[src/rtl/plsc_pkg.sv]
package plsc_pkg;
  localparam logic [63:0] DEFAULT_SCRAMBLE = 64'hB4C3_2F17_9A06_E58D;

  function automatic int unsigned pos_bits(input int unsigned n);
    return (n <= 2) ? 1 : $clog2(n);
  endfunction
endpackage

[src/rtl/plsc_descramble.sv]
module plsc_descramble #(
  parameter int SYM_W = 16,
  parameter int NSYM  = 64,
  parameter logic [NSYM-1:0] SCRAMBLE = plsc_pkg::DEFAULT_SCRAMBLE[NSYM-1:0]
) (
  input  logic               clk,
  input  logic               rst,
  input  logic               in_valid,
  input  logic               in_sof,
  input  logic               in_pilot,
  input  logic [SYM_W-1:0]   in_i,
  input  logic [SYM_W-1:0]   in_q,
  output logic               d_valid,
  output logic [SYM_W:0]     d_i,
  output logic [SYM_W:0]     d_q,
  output logic               d_odd,
  output logic               d_last,
  output logic               d_pilot
);
  localparam int POS_W = plsc_pkg::pos_bits(NSYM);
  localparam logic [POS_W-1:0] POS_END = POS_W'(NSYM - 1);

  logic [POS_W-1:0] pos_cnt, pos_use;
  logic             pilot_q, pilot_use;
  logic [SYM_W:0]   ext_i, ext_q;

  always_comb begin
    pos_use   = in_sof ? '0 : pos_cnt;
    pilot_use = in_sof ? in_pilot : pilot_q;
    ext_i     = {in_i[SYM_W-1], in_i};
    ext_q     = {in_q[SYM_W-1], in_q};
  end

  always_ff @(posedge clk) begin
    if (rst) begin
      pos_cnt <= '0;
      pilot_q <= 1'b0;
      d_valid <= 1'b0;
      d_i     <= '0;
      d_q     <= '0;
      d_odd   <= 1'b0;
      d_last  <= 1'b0;
      d_pilot <= 1'b0;
    end else begin
      d_valid <= in_valid;
      if (in_valid) begin
        pos_cnt <= (pos_use == POS_END) ? '0 : pos_use + POS_W'(1);
        pilot_q <= pilot_use;
        d_i     <= SCRAMBLE[pos_use] ? -ext_i : ext_i;
        d_q     <= SCRAMBLE[pos_use] ? -ext_q : ext_q;
        d_odd   <= pos_use[0];
        d_last  <= (pos_use == POS_END);
        d_pilot <= pilot_use;
      end
    end
  end

  p_restart_r8: assert property (@(posedge clk) disable iff (rst)
    (in_valid && in_sof) |=> (pos_cnt == POS_W'(1)));
  p_idle_hold_r10: assert property (@(posedge clk) disable iff (rst)
    !in_valid |=> $stable(pos_cnt));
  p_pilot_held_r9: assert property (@(posedge clk) disable iff (rst)
    !(in_valid && in_sof) |=> $stable(pilot_q));
endmodule

[src/rtl/plsc_soft_demod.sv]
module plsc_soft_demod #(
  parameter int SYM_W = 16
) (
  input  logic               clk,
  input  logic               rst,
  input  logic               d_valid,
  input  logic [SYM_W:0]     d_i,
  input  logic [SYM_W:0]     d_q,
  input  logic               d_odd,
  input  logic               d_last,
  input  logic               d_pilot,
  output logic               s_valid,
  output logic [SYM_W+1:0]   s_soft,
  output logic               s_odd,
  output logic               s_last
);
  localparam int SW = SYM_W + 2;
  localparam logic signed [SW-1:0] LIM = SW'(1) <<< SYM_W;

  logic signed [SW-1:0] xi, xq, rot, soft_nx;

  always_comb begin
    xi      = SW'($signed(d_i));
    xq      = SW'($signed(d_q));
    rot     = d_odd ? (xq - xi) : (xi + xq);
    soft_nx = (d_pilot && d_odd) ? -rot : rot;
  end

  always_ff @(posedge clk) begin
    if (rst) begin
      s_valid <= 1'b0;
      s_soft  <= '0;
      s_odd   <= 1'b0;
      s_last  <= 1'b0;
    end else begin
      s_valid <= d_valid;
      if (d_valid) begin
        s_soft <= soft_nx;
        s_odd  <= d_odd;
        s_last <= d_last;
      end
    end
  end

  p_soft_range_r12: assert property (@(posedge clk) disable iff (rst)
    s_valid |-> ($signed(s_soft) <= LIM && $signed(s_soft) >= -LIM));
  p_last_is_odd_r7: assert property (@(posedge clk) disable iff (rst)
    (s_valid && s_last) |-> s_odd);
endmodule

[src/rtl/plsc_pair_avg.sv]
module plsc_pair_avg #(
  parameter int SW = 18
) (
  input  logic          clk,
  input  logic          rst,
  input  logic          s_valid,
  input  logic [SW-1:0] s_soft,
  input  logic          s_odd,
  input  logic          s_last,
  output logic          out_valid,
  output logic [SW-1:0] out_soft,
  output logic          out_last
);
  logic [SW-1:0] even_q;
  logic [SW:0]   pair_sum;

  always_comb
    pair_sum = {even_q[SW-1], even_q} + {s_soft[SW-1], s_soft};

  always_ff @(posedge clk) begin
    if (rst) begin
      even_q    <= '0;
      out_valid <= 1'b0;
      out_soft  <= '0;
      out_last  <= 1'b0;
    end else begin
      out_valid <= s_valid && s_odd;
      out_last  <= s_valid && s_odd && s_last;
      if (s_valid && !s_odd) even_q <= s_soft;
      if (s_valid && s_odd)  out_soft <= pair_sum[SW:1];
    end
  end

  p_one_per_pair_r6: assert property (@(posedge clk) disable iff (rst)
    out_valid |=> !out_valid);
  p_last_valid_r7: assert property (@(posedge clk) disable iff (rst)
    out_last |-> out_valid);
endmodule

[src/rtl/plsc_pair_combiner.sv]
module plsc_pair_combiner #(
  parameter int SYM_W = 16,
  parameter int NSYM  = 64,
  parameter logic [NSYM-1:0] SCRAMBLE = plsc_pkg::DEFAULT_SCRAMBLE[NSYM-1:0]
) (
  input  logic               clk,
  input  logic               rst,
  input  logic               in_valid,
  input  logic               in_sof,
  input  logic               in_pilot,
  input  logic [SYM_W-1:0]   in_i,
  input  logic [SYM_W-1:0]   in_q,
  output logic               out_valid,
  output logic [SYM_W+1:0]   out_soft,
  output logic               out_last
);
  localparam int SW = SYM_W + 2;

  logic             d_valid, d_odd, d_last, d_pilot;
  logic [SYM_W:0]   d_i, d_q;
  logic             s_valid, s_odd, s_last;
  logic [SW-1:0]    s_soft;

  plsc_descramble #(.SYM_W(SYM_W), .NSYM(NSYM), .SCRAMBLE(SCRAMBLE)) u_desc (
    .clk(clk), .rst(rst), .in_valid(in_valid), .in_sof(in_sof),
    .in_pilot(in_pilot), .in_i(in_i), .in_q(in_q),
    .d_valid(d_valid), .d_i(d_i), .d_q(d_q), .d_odd(d_odd),
    .d_last(d_last), .d_pilot(d_pilot));

  plsc_soft_demod #(.SYM_W(SYM_W)) u_demod (
    .clk(clk), .rst(rst), .d_valid(d_valid), .d_i(d_i), .d_q(d_q),
    .d_odd(d_odd), .d_last(d_last), .d_pilot(d_pilot),
    .s_valid(s_valid), .s_soft(s_soft), .s_odd(s_odd), .s_last(s_last));

  plsc_pair_avg #(.SW(SW)) u_avg (
    .clk(clk), .rst(rst), .s_valid(s_valid), .s_soft(s_soft),
    .s_odd(s_odd), .s_last(s_last),
    .out_valid(out_valid), .out_soft(out_soft), .out_last(out_last));

  p_latency_r11: assert property (@(posedge clk) disable iff (rst)
    (s_valid && s_odd) |=> out_valid);
  p_reset_quiet_r1: assert property (@(posedge clk)
    $past(rst) |-> (!out_valid && !out_last));
endmodule

[config.mk]
export PLATFORM = sky130hd
export DESIGN_NAME = plsc_pair_combiner
export DESIGN_NICKNAME = d
export VERILOG_FILES = /design/src/rtl/plsc_pkg.sv /design/src/rtl/plsc_descramble.sv /design/src/rtl/plsc_soft_demod.sv /design/src/rtl/plsc_pair_avg.sv /design/src/rtl/plsc_pair_combiner.sv
export SDC_FILE = /design/constraint.sdc
export NUM_CORES = 1
export LEC_CHECK = 0
export ABC_AREA = 1
export BUFFER_PORTS_ARGS = -buffer_cell sky130_fd_sc_hd__buf_2
export CAP_MARGIN = 10
export CELL_PAD_IN_SITES_DETAIL_PLACEMENT = 1
export CELL_PAD_IN_SITES_GLOBAL_PLACEMENT = 1
export CORE_ASPECT_RATIO = 0.6
export CORE_MARGIN = 10
export CORE_UTILIZATION = 43
export DETAILED_ROUTE_END_ITERATION = 10
export MAX_ROUTING_LAYER = met4
export PLACE_DENSITY = 0.83
export SYNTH_ARGS = -nofsm -noshare
export SYNTH_HDL_FRONTEND = slang
export SYNTH_SLANG_ARGS = --single-unit
[constraint.sdc]
create_clock -name clk -period 4 [get_ports clk]
set_clock_uncertainty 0.05 [all_clocks]
set_input_delay 0.6 -clock clk [delete_from_list [all_inputs] [get_ports clk]]
set_output_delay 0.6 -clock clk [all_outputs]
set_load 0.05 [all_outputs]
# Word-level counts from Yosys, hierarchy flattened
# Memories as Yosys holds them, arrays and structs flattened.
# Index checks and enable logic that the tools add are counted.
# totals
reg_bits	103
mem_bits_ro	64
inputBits	37
out_inout_bits	20
n_memories	1
# memory_table
memory	words	word_bits	read_ports	rd_ports_with_merged_regs	write_ports	line_no	source
(no name shown)	64	1	1	0	0	plsc_descramble.sv:49	d_i <= SCRAMBLE[pos_use] ? -ext_i : ext_i;
# op_classes
addsub	7
magnitude_cmp	1
n_eq_ne	1
muxes	8
n_reduce_logical	6
# ops
operator	count
18-bit 2-to-1 mux	2
17-bit 2-to-1 mux	2
17-bit negation	2
18-bit by 18-bit adder with 19-bit output	1
17-bit by 17-bit adder with 18-bit output	1
18-bit negation	1
17-bit by 17-bit subtractor with 18-bit output	1
6-bit 2-to-1 mux	2
6-bit by 7-bit less-than comparator with 1-bit output, second input constant	1
6-bit by 1-bit adder with 6-bit output, second input constant	1
6-bit equality test, second input constant	1
1-bit logical AND	4
1-bit 2-to-1 mux	2
2-bit AND reduction	1
1-bit zero test	1

# Depth between registers and ports, before layout
# logic_depth
ltp_word	4
ltp_mapped	26
depth_no_buf	26

# By module
# Synthesis repeated with hierarchy kept, for this count alone.
# hier_totals
cells_unflattened	1426
hier_area_um2	8639.5
# modules_own_cells
mod	n_inst	cells_each	area_per_inst_um2
plsc_descramble	1	523	3329.4
plsc_soft_demod	1	532	2927.8
plsc_pair_avg	1	371	2382.3

# Worst setup path before layout
# No wires, ideal clock.
# synth_timing
path_kind	reg-to-reg
startpoint	reg u_desc.d_i[2]
endpoint	reg u_demod.s_soft[15]
setup_time_ps	117
arrival_ps	2699
required_ps	3833
slack_ps	1134
path_stages_with_launch	21
path_buffers	0
period_less_slack_ps	2866
path_cell_list	dfxtp_1 > inv_1 > nand3_1 > nor3_1 > nand3_1 > o31ai_1 > xor2_1 > inv_1 > ha_1 > nand2_1 > inv_1 > nand2_1 > nand3_1 > a21oi_1 > nand2_1 > nand2_1 > nand2_1 > o21ai_0 > a21oi_1 > nor2_1 > nor2_1
# synth_via
elab_chain_len	4
# synth_lines
element	line_no	source
from (decl)	plsc_descramble.sv:14	output logic [SYM_W:0] d_i,
from (signal assigned)	plsc_descramble.sv:49	
17-bit by 17-bit adder with 18-bit output or 17-bit by 17-bit subtractor with 18-bit output (tied branches)	plsc_soft_demod.sv:25	rot = d_odd ? (xq - xi) : (xi + xq);
18-bit 2-to-1 mux (*)	plsc_soft_demod.sv:25	
18-bit negation	plsc_soft_demod.sv:26	soft_nx = (d_pilot && d_odd) ? -rot : rot;
18-bit 2-to-1 mux (*)	plsc_soft_demod.sv:26	
to (signal assigned)	plsc_soft_demod.sv:38	s_soft <= soft_nx;
to (decl)	plsc_soft_demod.sv:13	output logic [SYM_W+1:0] s_soft,
# Every way passes the cells marked *; elsewhere a longest branch is shown, timed or not.
# A chain may end at the register's enable or synchronous reset.

# Final worst setup path
# layout_timing
startpoint	reg u_desc.d_i[8]
endpoint	reg u_demod.s_soft[17]
# The elaborated chain is that of the path after synthesis.

==> results.cfg <==
[status]
status = complete, no violations

[critical_path]
r2r_cells = 20
worstPathMaxFanout = 5
cp-start-kind = flop
worstPathCellList = nor4_1 -> nand4_1 -> nand2_1 -> xor2_1 -> inv_1 -> ha_1 -> nand2_1 -> nor2_1 -> and2_1 -> nand2_1 -> nand2_1 -> nand2_1 -> nand2_1 -> nor2_1 -> nand2_1 -> nand2_1 -> nand3_1 -> nand2_1 -> nor2_1 -> nor2_1
crit_path_frequent_cell = nand2_1
arrival_ps = 3790
r2r_setup_slack_ps = 420
slowest_delay_ps = 560
path_class = reg2reg
critPathRequiredTime_ps = 4210
reg2reg_from = u_desc.d_i[8]
critPathSlowestCell = nor4_1
crit_path_end_kind = flop
r2r_end = u_demod.s_soft[17]

[synthesis]
synth_compound_area_share_pct = 15.6
synthesis.area_um2 = 7850
synthDominantCellAreaShare_pct = 26.3
synthTopCellsByArea = dfxtp_1, nand2_1, inv_1
synth_simple_gate_area_share_pct = 33.6
synth_edf_count = 0
synth.ff_latch_count = 103
ys_types = 48
async_flop_share_pct = 0
syn_avg_cell_area_um2 = 6.28
muxShareOfSynthArea_pct = 0
synth_top_family_by_area = simple AND/OR/NAND/NOR gates
syn-num-nets = 1334
synth_warnings = 0
synthTopCellsByCount = nand2_1, inv_1, nor2_1
yosysSeqAreaShare_pct = 26.3
synth_ff_type = dfxtp_1
syn_inst = 1251
synthXorXnorAreaFrac_pct = 4.35
yosys.area.top_type = dfxtp_1
synth.most_common_cell = nand2_1
synth-adder-area-share_pct = 7.52

[clock_tree]
post_cts_buffers = 0
cts.sink_count = 103
h-tree-depth = 3
cts_resized = 0
cts.path.max_buffers = 2
cts_tree = done
postCtsHoldBufs = 0
clk_latency_ps = 360
path_clk_slew_ps = 70
cts-root-buf = clkbuf_16
cts_buffers = 9

[floorplanning]
core_um2 = 18000
fp-row-count = 38
die_x_um = 194
die_y_um = 125
die_area_um2 = 24200
initial_utilization_pct = 43.7
ios = 57

[detailed_routing]
vias_per_cell = 5.32
drt_iter0_drc = 515
ant_nets = 0
wl_per_cell_um = 16.7
drc = 0
dr.pass1.iters = 5
vias = 8162
wl_um = 25600

[layout]
syn_to_final_growth_pct = 9.42
n_antenna_cell = 0
final_nets = 1373
fin_cells = 1534
design_area_um2 = 8590
drive_above_1_share_pct = 10.4

[global_routing]
grtUsageTotal_pct = 21.3
grt_max_degree = 60
grt-ovfl-total = 0
antenna_found_initial = 0
grt_pass1_vias = 7755
grt_pass1_wl_um = 41700

[place]
placed_area_um2 = 8300
dp.cells = 1519
gp_congestion = 1.01
dp_hpwl_um = 20600
portBuffers = 56

[timing]
slew_viol_final = 0
rsz0062_at_grt = false
finalCritPeriodShare_pct = 89.5
final.setup.tns_ps = 0
period_needed_ps = 3580
hold_violations = 0
slew_headroom_pct = 50.3
setup_viol = 0
fmax_mhz = 279
hold_ws_ps = 395
worstMarginPinSlew_ps = 745

[worst_hold_path]
hold_path_depth = 2
hold_end = u_avg.out_last
min-delay-start = u_demod.s_last
hp-class = reg2reg

[pwr]
p_per_area_nw_per_um2 = 355
power.leakage_nw = 4.66
p_total_mw = 3.05
ir_worst_vdd_v = 0.000189

[flow_run]
maxCapViolations = 0
where the power goes:
group          internal, mW  total (mW)  switching, mW
registers              1.08        1.13         0.0482
logic                 0.338        1.04          0.702
clock network         0.443       0.875          0.432
cells in the final DEF, fill, tap and decap left out, drive strengths merged:
cell / count
o21ai: 97
nand4: 13
o221ai: 1
and3: 1
o21bai: 2
buf: 66
clkinv: 4
and2: 3
o31ai: 1
clkinvlp: 1
clkbuf: 10
xnor2: 9
xor2: 30
o221a: 1
nor3b: 1
fa: 2
o2111ai: 1
or2: 2
dfxtp: 103
nor4: 4
a21oi: 78
ha: 44
o211ai: 21
nand2: 292
nand3: 70
nor2: 171
a21o: 6
nor3: 32
a211oi: 4
nand3b: 12
a31oi: 4
inv: 208
routing by layer:
layer	share of wire, %	global-route usage (%)	vias to the layer above
met5	0	-	-
met4	0.55	2.93	0
met3	6.8	4.78	15
met2	39	28.1	189
met1	54	32.0	3895
li1	-	-	4063
registers in the layout (all words and copies together), names as in the netlist:
signal / flops
u_demod.s_soft: 18
u_desc.d_q: 17
u_demod.s_valid: 1
u_avg.out_last: 1
u_demod.s_last: 1
u_desc.d_i: 17
u_desc.d_odd: 1
u_avg.even_q: 18
u_avg.out_valid: 1
u_desc.pos_cnt: 6
u_desc.d_pilot: 1
u_demod.s_odd: 1
u_desc.d_last: 1
u_desc.d_valid: 1
u_avg.out_soft: 18
final cells by class:
| class | instances | area, um2 |
|---|---|---|
| clock buffer | 10 | 239 |
| clock inverter | 5 | 41.3 |
| fill | 2502 | 9380 |
| inverter | 208 | 786 |
| multi-input combinational | 902 | 4810 |
| sequential | 103 | 2060 |
| tap | 240 | 300 |
| timing repair buffer | 66 | 355 |
per-stage QoR:
step | util [%] | setup WS, ps
final | 47.8 | 419
after global routing | 47.8 | 15.7
after CTS | 47.7 | 339
after detailed placement | 46.2 | 367
after global placement | 46.2 | 418
after floorplan | - | 1130
worst max path at each step:
stage	start	end	slack (ps)	cells past startpoint
finish	u_desc.d_i[8]	u_demod.s_soft[17]	420	20
global route	u_desc.d_i[2]	u_demod.s_soft[13]	20	19
CTS	u_desc.d_i[1]	u_demod.s_soft[13]	340	21
detailed placement	u_desc.d_i[1]	u_demod.s_soft[17]	370	23
global placement	u_desc.d_i[0]	u_demod.s_soft[17]	420	23
floorplan	u_desc.d_i[2]	u_demod.s_soft[15]	1130	20
critical path, delay by kind of cell (launching register included):
| kind | cells | cell delay (ps) |
|---|---|---|
| adders and majority gates | 1 | 410 |
| DFF | 1 | 390 |
| xor gates and xnor gates | 1 | 180 |
| and+or+nand+nor | 17 | 2370 |
| buffers and inverters | 1 | 90 |
kinds of logic after synthesis:
group / after synthesis
XOR/XNOR: 39
adder cells (fa/ha/maj): 46
flip-flops: 103
buffers and inverters: 246
AO/OA/AOI/OAI: 216
AND/OR/NAND/NOR: 601
No activity file was read; power rests on OpenSTA's default activity.
